## src/rtl/vcc_pkg.sv

```systemverilog
package vcc_pkg;
  localparam logic [1:0] CC_POS  = 2'b00;
  localparam logic [1:0] CC_ZERO = 2'b01;
  localparam logic [1:0] CC_NEG  = 2'b10;

  // cond bit0 = accept negative, bit1 = accept zero, bit2 = accept positive
  function automatic logic cond_pass(input logic [1:0] code, input logic [2:0] cond);
    return ((code == CC_NEG)  && cond[0]) ||
           ((code == CC_ZERO) && cond[1]) ||
           ((code == CC_POS)  && cond[2]);
  endfunction
endpackage

```

## src/rtl/vcc_classify.sv

```systemverilog
module vcc_classify #(
  parameter int LANES  = 4,
  parameter int DATA_W = 16
) (
  input  logic [LANES*DATA_W-1:0] res_vec,
  output logic [LANES-1:0][1:0]   codes
);
  import vcc_pkg::*;

  for (genvar i = 0; i < LANES; i++) begin : g_lane
    logic [DATA_W-1:0] v;
    assign v = res_vec[i*DATA_W +: DATA_W];
    always_comb begin
      if (v[DATA_W-1])    codes[i] = CC_NEG;
      else if (v == '0)   codes[i] = CC_ZERO;
      else                codes[i] = CC_POS;
    end
  end
endmodule

```

## src/rtl/vcc_ccreg.sv

```systemverilog
module vcc_ccreg #(
  parameter int LANES = 4
) (
  input  logic                  clk,
  input  logic                  rst,
  input  logic                  upd_en,
  input  logic [LANES-1:0]      lane_we,
  input  logic [LANES-1:0][1:0] new_codes,
  output logic [LANES-1:0][1:0] cur_codes
);
  import vcc_pkg::*;

  for (genvar i = 0; i < LANES; i++) begin : g_lane
    always_ff @(posedge clk) begin
      if (rst)                          cur_codes[i] <= CC_ZERO;
      else if (upd_en && lane_we[i])    cur_codes[i] <= new_codes[i];
    end
  end
endmodule

```

## src/rtl/vcc_lane_test.sv

```systemverilog
module vcc_lane_test #(
  parameter int LANES = 4,
  localparam int SEL_W = $clog2(LANES)
) (
  input  logic [LANES-1:0][1:0]   cur_codes,
  input  logic [LANES*SEL_W-1:0]  swz,
  input  logic [2:0]              cond,
  output logic [LANES-1:0]        pass
);
  import vcc_pkg::*;

  // lane x takes the most significant selector field
  for (genvar i = 0; i < LANES; i++) begin : g_lane
    logic [SEL_W-1:0] sel;
    logic [1:0]       picked;
    assign sel    = swz[(LANES-1-i)*SEL_W +: SEL_W];
    assign picked = cur_codes[sel];
    assign pass[i] = cond_pass(picked, cond);
  end
endmodule

```

## src/rtl/vcc_test_unit.sv

```systemverilog
module vcc_test_unit #(
  parameter int LANES  = 4,
  parameter int DATA_W = 16
) (
  input  logic                          clk,
  input  logic                          rst,
  input  logic                          cc_update_en,
  input  logic                          cc_test_en,
  input  logic [2:0]                    cc_cond,
  input  logic [LANES*$clog2(LANES)-1:0] cc_swz,
  input  logic [LANES*DATA_W-1:0]       res_vec,
  input  logic [LANES-1:0]              wr_mask,
  output logic [LANES-1:0]              commit_mask,
  output logic                          branch_taken
);
  logic [LANES-1:0][1:0] new_codes;
  logic [LANES-1:0][1:0] cur_codes;
  logic [LANES-1:0]      pass;

  vcc_classify #(.LANES(LANES), .DATA_W(DATA_W)) u_classify (
    .res_vec (res_vec),
    .codes   (new_codes)
  );

  vcc_ccreg #(.LANES(LANES)) u_ccreg (
    .clk       (clk),
    .rst       (rst),
    .upd_en    (cc_update_en),
    .lane_we   (wr_mask),
    .new_codes (new_codes),
    .cur_codes (cur_codes)
  );

  vcc_lane_test #(.LANES(LANES)) u_test (
    .cur_codes (cur_codes),
    .swz       (cc_swz),
    .cond      (cc_cond),
    .pass      (pass)
  );

  // decision uses the codes held before this instruction's own update
  always_ff @(posedge clk) begin
    if (rst) begin
      commit_mask  <= '0;
      branch_taken <= 1'b0;
    end else if (cc_test_en) begin
      commit_mask  <= wr_mask & pass;
      branch_taken <= pass[0];
    end else begin
      commit_mask  <= wr_mask;
      branch_taken <= 1'b1;
    end
  end
endmodule

```

## config.mk

```make
export PLATFORM = sky130hd
export DESIGN_NAME = vcc_test_unit
export DESIGN_NICKNAME = d
export VERILOG_FILES = /design/src/rtl/vcc_pkg.sv /design/src/rtl/vcc_classify.sv /design/src/rtl/vcc_ccreg.sv /design/src/rtl/vcc_lane_test.sv /design/src/rtl/vcc_test_unit.sv
export SDC_FILE = /design/constraint.sdc
export NUM_CORES = 1
export LEC_CHECK = 0
export CAP_MARGIN = 25
export CORE_UTILIZATION = 30
export DETAILED_ROUTE_END_ITERATION = 10
export PLACE_DENSITY = 0.83
export RECOVER_POWER = 50
export SYNTH_ARGS = -nofsm -noshare
export SYNTH_HDL_FRONTEND = slang
export SYNTH_HIERARCHICAL = 1
export SYNTH_SLANG_ARGS = --single-unit
```

## constraint.sdc

```tcl
create_clock -name clk -period 1.95 [get_ports clk]
set_input_delay 0.4875 -clock clk [delete_from_list [all_inputs] [get_ports clk]]
set_output_delay 0.4875 -clock clk [all_outputs]
set_load 0.005 [all_outputs]
```

# Word level (Yosys, flattened, before mapping)
# Index checks and enable logic that the tools add are counted.
[totals]
regBits = 13
wordCells = 69
[classes]
n_lt_le_gt_ge = 4
n_reduce_logical = 32
n_eq_ne = 8
mux = 18
bitwise_logic = 1
[op_table]
columns = ["op", "count"]
rows = [
  ["$logic_not 16->1", 4],
  ["$bmux 2 s2", 4],
  ["$logic_and 1x1->1", 16],
  ["$mux 2", 8],
  ["$lt 2x3->1 const B", 4],
  ["$eq 2x1->1 const B", 4],
  ["$eq 2x2->1 const B", 4],
  ["$logic_not 2->1", 4],
  ["$logic_or 1x1->1", 8],
  ["$mux 1", 5],
  ["$and 4x4->4", 1],
  ["$mux 4", 1],
]

# Depth between registers and ports, before layout
# Gate-level depths: netlist of run 1.
[depth]
word_depth = 8
depth_mapped = 5
depth_no_buf = 5

# Modules after synthesis
# Netlist of run 1, hierarchy kept.
[modules_own_cells]
columns = ["mod", "seq_area_each_um2", "instances", "cells_per_inst", "area_each_um2"]
rows = [
  ["vcc_ccreg", 160.2, 1, 30, 325.3],
  ["vcc_lane_test", 0.0, 1, 20, 285.3],
  ["vcc_classify", 0.0, 1, 24, 165.2],
  ["vcc_test_unit", 100.1, 1, 14, 165.2],
]

# Worst setup path after synthesis of run 1
# OpenSTA, ideal clock, no wires.
[synth_timing]
path_type = "input to register"
from = "input cc_swz[6]"
to = "register commit_mask[0]"
setup_time_ns = 0.072
arrival_time_ns = 1.533
stages = 5
required_time_ns = 1.878
setup_slack_ns = 0.344
path_cell_list = "mux4_2 -> mux2i_1 -> o21ai_1 -> and2b_1 -> nor3b_2"
[synth_between]
elab_chain_len = 8
word_cells_on_any_way = 12
[synth_rtl]
columns = ["item", "line_no", "text"]
rows = [
  ["start: declaration", "vcc_test_unit.sv:10", "input logic [LANES*$clog2(LANES)-1:0] cc_swz,"],
  ["$bmux 2 s2 (*)", "vcc_lane_test.sv:17", "assign picked = cur_codes[sel];"],
  ["$mux 2 (not written as such) (*)", "vcc_lane_test.sv:17", ""],
  ["$eq 2x2->1 / $eq 2x1->1 (equally long branches)", "vcc_pkg.sv:8, vcc_pkg.sv:9", ""],
  ["$logic_and 1x1->1, on equally long branches", "vcc_pkg.sv:8, vcc_pkg.sv:9", ""],
  ["$logic_or 1x1->1", "vcc_pkg.sv:8", "return ((code == CC_NEG) && cond[0]) ||"],
  ["$logic_or 1x1->1 (*)", "vcc_pkg.sv:9", "((code == CC_ZERO) && cond[1]) ||"],
  ["net pass[0]", "vcc_test_unit.sv:18", "logic [LANES-1:0] pass;"],
  ["$and 4x4->4 (*)", "vcc_test_unit.sv:47", "commit_mask <= wr_mask & pass;"],
  ["$mux 4 (*)", "vcc_test_unit.sv:46", "end else if (cc_test_en) begin"],
  ["end signal: assignment", "vcc_test_unit.sv:47", ""],
  ["end signal: assignment", "vcc_test_unit.sv:50", "commit_mask <= wr_mask;"],
  ["end: declaration", "vcc_test_unit.sv:13", "output logic [LANES-1:0] commit_mask,"],
]
# Mark *: on every way through the listed nets, which the timed path passes. The rest lies on a longest branch. The select of a mux whose other input is x is not followed.
# A chain may end at the register's enable or synchronous reset.

# Final worst setup path of run 1
[layout_timing]
from = "input cc_swz[2]"
to = "register commit_mask[2]"
# Same word-level chain as after synthesis.

==> out/metrics.cfg, run 1 <==
[outcome]
run_status=finished, violations left
violations=DRC

[sta]
max_slew.worst_pin.slew_ns=0.505
post-route-period-util=0.934
fmax_mhz=549
hold_viol=0
slew_headroom=0.662
layout_setup_ws_ns=0.129
drv_slew=0
rsz0062_at_grt=no
finalSetupViolations=0
skew_ns=0.00298
period_minus_slack_ns=1.82

[logic_synthesis]
ys_ff_latch=13
syn_avg_cell_area_um2=10.7
syn-instance-count=88
synth_nets=171
synth.cell_area_um2=941
yosysTopAreaCell=dfxtp_1
synth.top_cell.area_share=0.277
yosysUniqueCellTypes=23
yosysSeqAreaShare=0.277
synth_area_leaders=dfxtp_1 28%, mux4_1 11%, nor4_1 11%, mux4_2 9.6%, a311o_1 4.3%
ys_warn_count=6

[final_layout]
diodes=0
area_growth_pct=95.9
final_cell_mix=83 x clkdlybuf4s50_1, 16 x nor4_1, 13 x dfxtp_1
fin_nets=259
drive_above_1_share=0.0514
final_common_cell=clkdlybuf4s50_1
final_cell_area_um2=1840

[critical_path]
crit_chain=clkdlybuf4s50_1 > mux4_2 > mux2i_1 > o21ai_1 > nor2b_1 > nor3b_1
rr_worst_depth=5
crit_type=in -> reg
crit_required_ns=2.14
arrival_ns=2.01
startpoint_type=input pin
crit_path_top_delay_cell=mux4_2
path_max_fanout=2
crit_path_end_kind=flip-flop
max_stage_delay_ns=0.53

[floorplanning]
die_w_um=58.0
ioPinCount=88
num_rows=19
fp.dieH_um=58.0
coreArea_um2=2850
die_area_um2=3360
start_util=0.330

[power]
power.internal_uw=571
powerDensity_nw_per_um2=400
switching_power_uw=167
swShare=0.226
combPwrFrac=0.391
clockPowerShare=0.210
p_leak_uw=0.000690
power_frac_seq=0.399
ir_drop_uv=191

[cts]
clock_sinks=13
clkTransAtPathRegs_ns=0.07
cts_setup_buffers=0
clkLatencyLatePin_ns=0.26
tritoncts=built
root_buffer=clkbuf_4
clk_path_buf_depth=2
ctsHoldBuffers=0
cts_max_level=1
numCtsBuffers=3

[grt]
antenna_found_initial=0
grt_pass1_vias=1187
grt_pass1_wl_um=5090
gr-total-overflow=0
grt_max_degree=14
grt_usage=0.194

[placed_design]
portBuffers=87
hpwl_um=2720
gp_congestion=0.804
placed_cell_area_um2=1820
dpl_worst_slack_ns=-0.324

[drt]
ant_nets=0
drc=6
vias=1121
wl_um=3140
wl_per_cell_um=15.2
viasPerCell=5.44
drt-initial-drc-count=53
drt_pass1_iterations=7

[worst_hold_path]
holdPathStages=2
hp-class=reg -> reg

[run]
maxCapViolations=0

==> cell families after synthesis <==
family	count (synthesis)	synth area share
AOI/OAI and AO/OA	20	0.160
buffers and inverters	6	0.0479
DFF	13	0.277
muxes	12	0.250
and+or+nand+nor	37	0.266
==> sequential cells by signal, indices dropped and copies added (netlist names) <==
register	cells
branch_taken	1
commit_mask	4
u_ccreg/cur_codes	8
==> cell type report <==
type	instances	area, um^2
well taps	31	38.8
repair buffers	89	882
clock buffers	4	26.3
multi-input cells	69	636
fillers	228	1010
flip-flops and latches	13	260
==> worst paths after layout <==
kind	endpoint	startpoint	slack, ns
worst max-delay path	commit_mask[2]$_SDFF_PP0_	cc_swz[2]	0.13
worst min-delay path	u_ccreg/cur_codes[3]$_SDFFE_PP0P_	u_ccreg/cur_codes[3]$_SDFFE_PP0P_	0.62
worst max register to register	branch_taken$_SDFF_PP0_	u_ccreg/cur_codes[6]$_SDFFE_PP1P_	0.36
worst min register to register	u_ccreg/cur_codes[3]$_SDFFE_PP0P_	u_ccreg/cur_codes[3]$_SDFFE_PP0P_	0.62
==> synthesized netlist by cell type, drive strengths merged <==
cell type / n
nor3b: 4
o21ai: 4
a21bo: 4
nor2: 1
clkbuf: 1
and4: 4
a311o: 4
dfxtp: 13
nor2b: 3
buf: 5
a21oi: 4
nor4: 16
nand3: 4
a21boi: 4
mux2i: 4
nand3b: 4
and2b: 1
mux4: 8
==> power groups by stage <==
| stage | Clock [uW] | Combinational, uW | Sequential, uW |
|---|---|---|---|
| finish | 155 | 288 | 294 |
| global route | 178 | 307 | 296 |
| CTS | 160 | 291 | 294 |
| detailed placement | 0 | 290 | 301 |
| global placement | 0 | 281 | 300 |
| floorplan | 0 | 87.8 | 297 |
==> worst max-delay path, delay by kind of cell <==
kind / cells / cell delay (ns)
AO/OA/AOI/OAI: 1 / 0.14
AND/OR/NAND/NOR: 2 / 0.21
buffers and inverters: 1 / 0.51
multiplexers: 2 / 0.67
==> per-stage QoR <==
step	setup TNS [ns]	hold slack [ns]	util	power, uW	cells
2_1_floorplan	0	0.557	-	385	88
3_3_place_gp	-0.903	0.593	0.638	581	202
3_5_place_dp	-1.22	0.607	0.638	591	202
4_1_cts	0	0.624	0.647	745	206
5_1_grt	0	0.645	0.646	781	206
6_report	0	0.625	0.646	738	206
==> timing repair <==
| action | 4_1_cts | 5_1_grt |
|---|---|---|
| gates resized for setup | 1 | 2 |
| pin swaps | 0 | 1 |
| setup endpoints to repair | 2 | 3 |
==> metal layers <==
layer	vias up	wire, um	track usage
li1	547	-	-
met1	512	1150	0.205
met2	60	1690	0.396
met3	2	279	0.0424
met4	0	16	0.0204
met5	-	0	0
(Power assumes the default switching activity.)
==> run 2, diff against run 1 <==
Settings changed: HOLD_SLACK_MARGIN from default to 0.15.
==> results of run 2 <==
Final layout, timing and power as in run 1 (identical DEF).
==> run 3, diff against run 2 <==
Settings changed: GPL_ROUTABILITY_DRIVEN from default to 0.
==> results of run 3 <==
Final layout, timing and power as in run 1 (identical DEF).
